### src/rtl/tfp_pkg.sv
package tfp_pkg;
    typedef enum logic [1:0] {
        ST_IDLE,
        ST_SYNC,
        ST_PAYLOAD,
        ST_STUFF
    } tfp_state_e;
endpackage

### src/rtl/tfp_bit_counter.sv
module tfp_bit_counter #(
    parameter int BASE_LEN   = 4702,
    parameter int STUFF_BITS = 4,
    localparam int CNT_W     = $clog2(BASE_LEN + STUFF_BITS)
) (
    input  logic clk,
    input  logic rst_n,
    input  logic clear,
    output logic base_end,
    output logic full_end
);
    localparam logic [CNT_W-1:0] LAST_BASE = CNT_W'(BASE_LEN - 1);
    localparam logic [CNT_W-1:0] LAST_FULL = CNT_W'(BASE_LEN + STUFF_BITS - 1);

    logic [CNT_W-1:0] cnt;

    always_ff @(posedge clk or negedge rst_n) begin
        if (!rst_n)     cnt <= '0;
        else if (clear) cnt <= '0;
        else            cnt <= cnt + 1'b1;
    end

    always_comb begin
        base_end = (cnt == LAST_BASE);
        full_end = (cnt == LAST_FULL);
    end
endmodule

### src/rtl/tfp_stuff_decide.sv
module tfp_stuff_decide #(
    parameter int LVL_W = 8
) (
    input  logic             clk,
    input  logic             rst_n,
    input  logic             load,
    input  logic             var_mode,
    input  logic [LVL_W-1:0] fifo_level,
    input  logic [LVL_W-1:0] stuff_thresh,
    output logic             stuff_q
);
    logic want;

    always_comb want = var_mode && (fifo_level < stuff_thresh);

    always_ff @(posedge clk or negedge rst_n) begin
        if (!rst_n)    stuff_q <= 1'b0;
        else if (load) stuff_q <= want;
    end
endmodule

### src/rtl/tfp_gen.sv
module tfp_gen
    import tfp_pkg::*;
#(
    parameter int BASE_LEN   = 4702,
    parameter int STUFF_BITS = 4,
    parameter int LVL_W      = 8
) (
    input  logic             clk,
    input  logic             rst_n,
    input  logic             var_mode,
    input  logic [LVL_W-1:0] fifo_level,
    input  logic [LVL_W-1:0] stuff_thresh,
    output logic             frame_n,
    output logic             stuffed
);
    tfp_state_e state, state_nx;
    logic base_end, full_end, at_boundary;

    always_comb at_boundary = (state_nx == ST_SYNC);

    tfp_bit_counter #(.BASE_LEN(BASE_LEN), .STUFF_BITS(STUFF_BITS)) u_cnt (
        .clk      (clk),
        .rst_n    (rst_n),
        .clear    (at_boundary),
        .base_end (base_end),
        .full_end (full_end)
    );

    tfp_stuff_decide #(.LVL_W(LVL_W)) u_dec (
        .clk          (clk),
        .rst_n        (rst_n),
        .load         (at_boundary),
        .var_mode     (var_mode),
        .fifo_level   (fifo_level),
        .stuff_thresh (stuff_thresh),
        .stuff_q      (stuffed)
    );

    always_ff @(posedge clk or negedge rst_n) begin
        if (!rst_n) state <= ST_IDLE;
        else        state <= state_nx;
    end

    always_comb begin
        state_nx = state;
        unique case (state)
            ST_IDLE:    state_nx = ST_SYNC;
            ST_SYNC:    state_nx = ST_PAYLOAD;
            ST_PAYLOAD: if (base_end) state_nx = stuffed ? ST_STUFF : ST_SYNC;
            ST_STUFF:   if (full_end) state_nx = ST_SYNC;
            default:    state_nx = ST_IDLE;
        endcase
    end

    always_comb begin
        frame_n = (state != ST_SYNC);
    end
endmodule

### config.mk
export PLATFORM = sky130hd
export DESIGN_NAME = tfp_gen
export DESIGN_NICKNAME = d
export VERILOG_FILES = /design/src/rtl/tfp_pkg.sv /design/src/rtl/tfp_bit_counter.sv /design/src/rtl/tfp_stuff_decide.sv /design/src/rtl/tfp_gen.sv
export SDC_FILE = /design/constraint.sdc
export NUM_CORES = 1
export LEC_CHECK = 0
export BUFFER_PORTS_ARGS = -buffer_cell sky130_fd_sc_hd__buf_2
export CORE_ASPECT_RATIO = 1.25
export CORE_MARGIN = 2
export CORE_UTILIZATION = 52
export CTS_CLUSTER_SIZE = 25
export DETAILED_ROUTE_END_ITERATION = 10
export PLACE_DENSITY = 0.79
export SYNTH_ARGS = -nofsm -noshare
export SYNTH_HDL_FRONTEND = slang
export SYNTH_HIERARCHICAL = 1
export SYNTH_SLANG_ARGS = --single-unit
### constraint.sdc
create_clock -name clk -period 2.65 [get_ports clk]
set_input_delay 0.265 -clock clk [delete_from_list [all_inputs] [get_ports clk]]
set_output_delay 0.265 -clock clk [all_outputs]
set_load 0.02 [all_outputs]
Word-level counts from Yosys, hierarchy flattened
Index checks and enable logic that the tools add are counted.
{"block": "totals", "register_bits": 16, "inputBits": 19, "out_inout_bits": 2, "elab_cells": 19}
{"block": "classes", "n_addsub": 1, "n_lt_le_gt_ge": 1, "n_eq_ne": 7, "mux": 5, "reduce_logical": 2}
{"op": "13-bit == test, second input constant", "n": 2}
{"op": "13-bit by 1-bit adder with 13-bit output, second input constant", "n": 1}
{"op": "13-bit two-way mux", "n": 1}
{"op": "8-bit < comparator", "n": 1}
{"op": "2-bit one-hot mux with 4 select lines", "n": 1}
{"op": "2-bit two-way mux", "n": 3}
{"op": "2-bit by 1-bit == test with 1-bit output, second input constant", "n": 2}
{"op": "2-bit == test, second input constant", "n": 2}
{"op": "2-bit zero test", "n": 1}
{"op": "2-bit by 1-bit != test with 1-bit output, second input constant", "n": 1}
{"op": "1-bit logical AND", "n": 1}

Longest topological paths before layout
Gate-level depths: netlist of the first run.
{"block": "logic_depth", "depth_word": 5, "depth_mapped": 11, "ltp_nobuf": 11}

Modules after synthesis
The synthesis of the first run kept the hierarchy.
{"module": "tfp_bit_counter", "n_inst": 1, "cells_per_inst": 68, "area_each_um2": 669.4, "seq_area_each_um2": 325.3}
{"module": "tfp_stuff_decide", "n_inst": 1, "cells_per_inst": 26, "area_each_um2": 214.0, "seq_area_each_um2": 25.0}
{"module": "tfp_gen", "n_inst": 1, "cells_per_inst": 10, "area_each_um2": 102.6, "seq_area_each_um2": 50.0}

Worst setup path before layout of the first run
OpenSTA, ideal clock, no wires.
{"block": "synth_path", "path_type": "reg-to-reg", "from": "reg u_cnt.cnt[1]", "to": "reg u_dec.stuff_q", "setup_ps": 123, "t_arrival_ps": 2220, "required_time_ps": 2527, "setup_slack_ps": 307, "stages_incl_launch_ff": 12, "n_path_buf": 0, "synth_period_minus_slack_ps": 2343, "path_cell_list": "dfrtp_1 -> inv_1 -> ha_1 -> nand4b_1 -> or4_1 -> nor4_1 -> nand2b_1 -> a22oi_1 -> nand2b_1 -> o2111ai_1 -> a31oi_1 -> a21oi_1"}
{"block": "synth_between", "elab_chain_cells": 4}
{"element": "start, declared", "line_no": "tfp_bit_counter.sv:15", "rtl": "logic [CNT_W-1:0] cnt;"}
{"element": "start signal, assigned", "line_no": "tfp_bit_counter.sv:20", "rtl": "else cnt <= cnt + 1'b1;"}
{"element": "13-bit == test", "line_no": "tfp_bit_counter.sv:24", "rtl": "base_end = (cnt == LAST_BASE);"}
{"element": "via base_end", "line_no": "tfp_gen.sv:17", "rtl": "logic base_end, full_end, at_boundary;"}
{"element": "2-bit two-way mux", "line_no": "tfp_gen.sv:49", "rtl": "ST_PAYLOAD: if (base_end) state_nx = stuffed ? ST_STUFF : ST_SYNC;"}
{"element": "2-bit one-hot mux with 4 select lines", "line_no": "tfp_gen.sv:46", "rtl": "unique case (state)"}
{"element": "2-bit by 1-bit == test with 1-bit output", "line_no": "tfp_gen.sv:19", "rtl": "always_comb at_boundary = (state_nx == ST_SYNC);"}
{"element": "via at_boundary", "line_no": "tfp_gen.sv:17"}
{"element": "end signal, assigned", "line_no": "tfp_stuff_decide.sv:18", "rtl": "else if (load) stuff_q <= want;"}
{"element": "end, declared", "line_no": "tfp_stuff_decide.sv:10", "rtl": "output logic stuff_q"}
The timed path passes the listed nets, and every way through them passes these cells.
A chain may end at the register's enable or synchronous reset.

Worst setup path in the final report of the first run
Same ends and word-level chain as after synthesis.

==> results.sh, run 1 <==
export IMPL_outcome="complete, no violations"
export IMPL_syn_area_um2=986
export IMPL_postSynthCellCount=104
export IMPL_fin_skew_ns=0.00779
export IMPL_fin_crit_sh_pct=90.6
export IMPL_dp_hpwl_mm=1.64
export IMPL_startpoint="u_cnt/cnt[1]"
export IMPL_vias=895
export IMPL_grt_overflow_total=0
export IMPL_post_cts_setup_buffers=0
export IMPL_final_area_um2=1170
export IMPL_clockRootBuffer="clkbuf_4"
export IMPL_port_buffers=20
export IMPL_grt_max_degree=17
export IMPL_p_per_area_nw_per_um2=394
export IMPL_synth_flop_cell="dfrtp_1"
export IMPL_ir_drop_v=0.000316
export IMPL_clk_pin_slew_worst_paths_ns=0.10
export IMPL_placed_area_um2=1120
export IMPL_grt_pass1_vias=859
export IMPL_die_area_um2=2260
export IMPL_timing_reg2reg_setup_slack_ns=0.25
export IMPL_cp_endpoint="u_dec/stuff_q"
export IMPL_ys_seq_area_share_pct=40.6
export IMPL_io_pins=21
export IMPL_cts_tree="built"
export IMPL_antenna_found_initial=0
export IMPL_worst_pin_slew_ns=0.361
export IMPL_layout_nets=159
export IMPL_finalCriticalPeriod_ns=2.40
export IMPL_hold_viol=0
export IMPL_hold_path_class="in2reg"
export IMPL_diodes=0
export IMPL_synthArstFlopShare_pct=100
export IMPL_r2r_end="u_dec/stuff_q"
export IMPL_final_setup_worst_slack_ns=0.249
export IMPL_final_antenna_net_count=0
export IMPL_drtIter0Drc=18
export IMPL_yosysMostFrequentCell="dfrtp_1"
export IMPL_initial_core_util_pct=55.2
export IMPL_clk_latency_ns=0.29
export IMPL_maxCapViolations=0
export IMPL_worst_r2r_cell_count=11
export IMPL_htreeDepth=1
export IMPL_die_h_um=52.7
export IMPL_ys_top_cells_by_count="16 x dfrtp_1, 11 x inv_1, 9 x ha_1"
export IMPL_crit_arrival_ns=2.59
export IMPL_slew_viol_final=0
export IMPL_crit_type="reg2reg"
export IMPL_p_leak_nw=0.546
export IMPL_cp_end_kind="register"
export IMPL_wl_per_cell_um=14.8
export IMPL_path_max_fanout=4
export IMPL_synth_top_cell_area_share_pct=40.6
export IMPL_cp_required_ns=2.84
export IMPL_viasPerCell=6.01
export IMPL_ys_ff_latch=16
export IMPL_syn_nets=132
export IMPL_grt_pass1_wl_mm=3.54
export IMPL_synth_edf_count=0
export IMPL_place_ws_ns=0.225
export IMPL_rr_startpoint="u_cnt/cnt[1]"
export IMPL_clock_sinks=16
export IMPL_rows=17
export IMPL_setup_viol=0
export IMPL_syn_avg_cell_area_um2=9.48
export IMPL_ys_top_cells_by_area="dfrtp_1 41%, ha_1 11%, inv_1 4.2%, a21oi_1 4.1%, or4_1 3.8%"
export IMPL_worstSetupStartpointType="register"
export IMPL_yosys_warnings=6
export IMPL_numCtsBuffers=3
export IMPL_ys_types=32
export IMPL_fmax_ghz=0.417
export IMPL_gp_congestion=0.783
export IMPL_drive_above_1_share_pct=24.6
export IMPL_fillers=161
export IMPL_synthToLayoutAreaGrowth_pct=19.0
export IMPL_remaining_drc_errors=0
export IMPL_finalSetupTns_ns=0
export IMPL_die_x_um=42.9
export IMPL_grt_setup_unrepaired="false"
export IMPL_wl_mm=2.20
export IMPL_core_um2=1790
export IMPL_grt_total_usage_pct=20.9
export IMPL_yosysTopAreaCell="dfrtp_1"
export IMPL_maxSlewHeadroom_pct=75.9
export IMPL_clockBufferDepth=2
export IMPL_design_power_total_w=0.000462
export IMPL_drt_pass1_iterations=4
==> worst min-delay path by stage <==
stage,from,end,depth (start not counted)
finish,var_mode,u_dec/stuff_q,3
global route,var_mode,u_dec/stuff_q,3
global placement,rst_n,u_cnt/cnt[8],1
CTS,var_mode,u_dec/stuff_q,3
detailed placement,rst_n,u_cnt/cnt[8],1
floorplan,rst_n,state[0],0
==> per-layer routing <==
metal  track usage, %  wire length, µm  vias to the layer above
met5                0                0                        -
met4             8.59                7                        0
met3             4.14               90                        2
met2             40.2             1260                       23
met1             21.7              842                      434
li1                 -                -                      436
==> flip-flops by register name, summed over array words and instances, names as in the netlist <==
signal	flops
u_cnt/cnt	13
state	2
u_dec/stuff_q	1
==> final cells by class <==
class	count	area [µm²]	area share, %
flip-flops and latches	16	400	34.1
clock buffers	4	36.3	3.09
multi-input cells	76	547	46.6
inverters	11	41.3	3.52
repair buffers	23	125	10.7
well taps	19	23.8	2.03
==> stage by stage <==
step / instances / utilization, % / hold slack [ns]
floorplan: 104 / - / -0.0306
global placement: 144 / 62.7 / 0.193
detailed placement: 144 / 62.7 / 0.194
CTS: 149 / 65.3 / 0.244
global route: 149 / 65.7 / 0.294
finish: 149 / 65.7 / 0.257
==> cells by family (layout without fill, tap and decap cells) <==
kind of cell / Yosys count / after routing / share of synthesized area (%)
adder cells (fa/ha/maj): 9 / 9 / 11.4
AND/OR/NAND/NOR: 40 / 40 / 24.6
multiplexers: 1 / 1 / 1.14
XOR/XNOR: 3 / 3 / 2.67
buffers and inverters: 12 / 38 / 4.57
flip-flops: 16 / 16 / 40.6
AO/OA/AOI/OAI: 23 / 23 / 15.0
==> what timing repair did <==
action / in CTS / in global routing
endpoints found under the hold margin: 16 / 0
setup endpoints to repair: 0 / 2
resized for setup: 0 / 1
hold buffers: 1 / 0
==> where the power goes <==
group	leakage, nW	internal (W)	switching [W]
Combinational	0.317	0.0000245	0.0000260
Sequential	0.208	0.000246	0.00000181
Clock	0.0210	0.0000837	0.0000797
==> worst max-delay path, stage by stage, from the launching register on <==
cell,delay (ns)
dfrtp_1,0.42
inv_1,0.07
ha_1,0.13
nand4b_1,0.07
or4_1,0.44
nor4_2,0.22
nand2b_1,0.12
a22oi_1,0.29
nand2b_1,0.19
o2111ai_1,0.13
a31oi_1,0.17
a21oi_1,0.06
==> cell usage in the layout, fill, tap and decap left out, drive strengths merged <==
| cell type | n |
|---|---|
| ha | 9 |
| nand2b | 3 |
| dfrtp | 16 |
| clkbuf | 4 |
| a22o | 1 |
| a31oi | 1 |
| nand4 | 4 |
| dlygate4sd3 | 1 |
| a211oi | 1 |
| or4 | 6 |
| inv | 11 |
| nor4 | 2 |
| buf | 22 |
| nand3 | 4 |
| mux2 | 1 |
| a21boi | 1 |
| a21oi | 8 |
| or3b | 1 |
| xnor2 | 1 |
| nand4b | 2 |
| o2111ai | 2 |
| nor2 | 7 |
| o21a | 1 |
| a22oi | 1 |
| o31ai | 4 |
| nand2 | 6 |
| xor2 | 2 |
| nor2b | 2 |
| o21ai | 3 |
| or3 | 3 |
Power figures use the tool's default switching activity.
==> run 2: changes to the inputs <==
--- a/config.mk
+++ b/config.mk
@@ -8,10 +8,10 @@
 export BUFFER_PORTS_ARGS = -buffer_cell sky130_fd_sc_hd__buf_2
 export CORE_ASPECT_RATIO = 1.25
 export CORE_MARGIN = 2
-export CORE_UTILIZATION = 52
+export CORE_UTILIZATION = 47
 export CTS_CLUSTER_SIZE = 25
 export DETAILED_ROUTE_END_ITERATION = 10
-export PLACE_DENSITY = 0.79
+export PLACE_DENSITY = 0.75
 export SYNTH_ARGS = -nofsm -noshare
 export SYNTH_HDL_FRONTEND = slang
 export SYNTH_HIERARCHICAL = 1
==> constraint.sdc (replaced) <==
create_clock -name clk -period 2.1 [get_ports clk]
set_input_delay 0.21 -clock clk [delete_from_list [all_inputs] [get_ports clk]]
set_output_delay 0.21 -clock clk [all_outputs]
set_load 0.02 [all_outputs]
==> results.sh, run 2 (synthesis gave the netlist of run 1 again) <==
export IMPL_io_pins=21
export IMPL_grt_total_usage_pct=20.2
export IMPL_p_int_w=0.000408
export IMPL_layout_common_cells="20 x buf_2, 19 x buf_4, 16 x dfrtp_1, 11 x inv_1, 9 x ha_1"
export IMPL_grt_pass1_wl_mm=3.86
export IMPL_die_h_um=55.2
export IMPL_numCtsBuffers=3
export IMPL_clk_latency_ns=0.28
export IMPL_min_path_cells=3
export IMPL_crit_type="reg2reg"
export IMPL_remaining_drc_errors=0
export IMPL_largest_reg_flops=13
export IMPL_cts_tree="built"
export IMPL_port_buffers=20
export IMPL_fmax_ghz=0.428
export IMPL_gp_congestion=0.802
export IMPL_cp_required_ns=2.27
export IMPL_diodes=0
export IMPL_die_area_um2=2480
export IMPL_path_max_fanout=4
export IMPL_whs_ns=0.243
export IMPL_worst_r2r_cell_count=11
export IMPL_synthToLayoutAreaGrowth_pct=34.8
export IMPL_core_um2=1980
export IMPL_violations="negative setup slack"
export IMPL_place_ws_ns=-0.215
export IMPL_timing_reg2reg_setup_slack_ns=-0.24
export IMPL_grt_setup_unrepaired="true"
export IMPL_wl_mm=2.16
export IMPL_rr_startpoint="u_cnt/cnt[1]"
export IMPL_netSwitchingPower_w=0.000124
export IMPL_fillers=160
export IMPL_worstSetupStartpointType="register"
export IMPL_min_delay_start="var_mode"
export IMPL_initial_core_util_pct=49.7
export IMPL_outcome="finished, violations left"
export IMPL_slew_viol_final=0
export IMPL_regMostFlops="u_cnt/cnt"
export IMPL_maxSlewHeadroom_pct=75.0
export IMPL_wl_per_cell_um=12.9
export IMPL_antenna_found_initial=0
export IMPL_drt_pass1_iterations=4
export IMPL_swShare_pct=23.4
export IMPL_grt_max_degree=17
export IMPL_maxCapViolations=0
export IMPL_p_leak_nw=0.657
export IMPL_drtIter0Drc=22
export IMPL_fin_crit_sh_pct=111
export IMPL_final_setup_worst_slack_ns=-0.239
export IMPL_grt_overflow_total=0
export IMPL_hold_viol=0
export IMPL_fin_skew_ns=0.00146
export IMPL_p_comb_share_pct=11.5
export IMPL_design_power_total_w=0.000532
export IMPL_die_x_um=45.0
export IMPL_clockRootBuffer="clkbuf_4"
export IMPL_hold_path_class="in2reg"
export IMPL_clk_pin_slew_worst_paths_ns=0.09
export IMPL_r2r_end="u_dec/stuff_q"
export IMPL_dp_hpwl_mm=1.65
export IMPL_viasPerCell=5.68
export IMPL_final_common_cell="buf_2"
export IMPL_reg_top3="u_cnt/cnt: 13 flops, state: 2 flops, u_dec/stuff_q: 1 flops"
export IMPL_layout_nets=178
export IMPL_drive_above_1_share_pct=35.1
export IMPL_worst_pin_slew_ns=0.372
export IMPL_grt_pass1_vias=933
export IMPL_setup_viol=11
export IMPL_ir_drop_v=0.000363
export IMPL_dp_cells=158
export IMPL_cp_end_kind="register"
export IMPL_final_antenna_net_count=0
export IMPL_vias=954
export IMPL_instances_no_fill=168
export IMPL_htreeDepth=1
export IMPL_clockBufferDepth=2
export IMPL_rows=18
export IMPL_crit_arrival_ns=2.51
export IMPL_hold_end="u_dec/stuff_q"
export IMPL_power_frac_seq_pct=58.9
export IMPL_clock_sinks=16
export IMPL_p_clk_share_pct=29.7
export IMPL_finalCriticalPeriod_ns=2.34
export IMPL_p_per_area_nw_per_um2=400
-- run 2: cell types whose count changed in the layout (fill, tap and decap cells not counted), sizes merged --
cell	before	now
buf	22	41
clkbuf	4	3
-- run 2: routing by layer --
metal	up-vias	global-route usage (%)	wire (µm)
met5	-	0	0
met4	0	11.8	87
met3	10	3.59	65
met2	26	31.6	1130
met1	445	25.1	878
li1	473	-	-
-- run 2: layout make-up --
type	instances	area [µm²]	share of cell area, %
Clock buffer	3	22.5	1.69
Multi-Input combinational cell	76	564	42.5
Timing Repair Buffer	42	275	20.7
Sequential cell	16	400	30.1
Inverter	11	41.3	3.11
Tap cell	20	25.0	1.88
-- run 2: worst max-delay path by stage --
| stage | to | from | slack [ns] |
|---|---|---|---|
| after detailed placement | u_dec/stuff_q | u_cnt/cnt[1] | -0.22 |
| after global routing | u_dec/stuff_q | u_cnt/cnt[1] | -0.46 |
| after global placement | u_dec/stuff_q | u_cnt/cnt[1] | -0.09 |
| after CTS | u_dec/stuff_q | u_cnt/cnt[1] | -0.14 |
| final | u_dec/stuff_q | u_cnt/cnt[1] | -0.24 |
| after floorplan | u_dec/stuff_q | u_cnt/cnt[1] | -0.08 |
-- run 2: per-stage QoR --
step                util [%]  setup TNS (ns)  area (µm²)
detailed placement      62.1          -0.395        1230
global placement        62.1          -0.162        1230
CTS                     65.9          -0.269        1310
global route            67.0           -3.15        1330
floorplan                  -          -0.117         997
finish                  67.0          -0.456        1330
-- run 2: power groups by stage --
stage          sequential (W)  clock, W  combinational, W
3_5_place_dp         0.000319         0         0.0000597
3_3_place_gp         0.000319         0         0.0000573
2_1_floorplan        0.000323         0         0.0000252
6_report             0.000313  0.000158         0.0000610
5_1_grt              0.000313  0.000173         0.0000723
4_1_cts              0.000313  0.000165         0.0000612
-- run 2: critical path: stages, from the launching register on --
cell and delay (ns):
dfrtp_1 0.38, inv_1 0.06, ha_1 0.14, nand4b_1 0.10, or4_4 0.45, nor4_4 0.17, nand2b_1 0.13, a22oi_2 0.24
nand2b_1 0.18, o2111ai_1 0.11, a31oi_1 0.19, a21oi_1 0.07
-- run 2: timing repair --
item | CTS | global route
pin swaps | 1 | 1
hold buffers | 1 | 0
endpoints found under the hold margin | 16 | 0
resized for setup | 4 | 0
setup endpoints to repair | 9 | 14
buffers inserted | 3 | 3
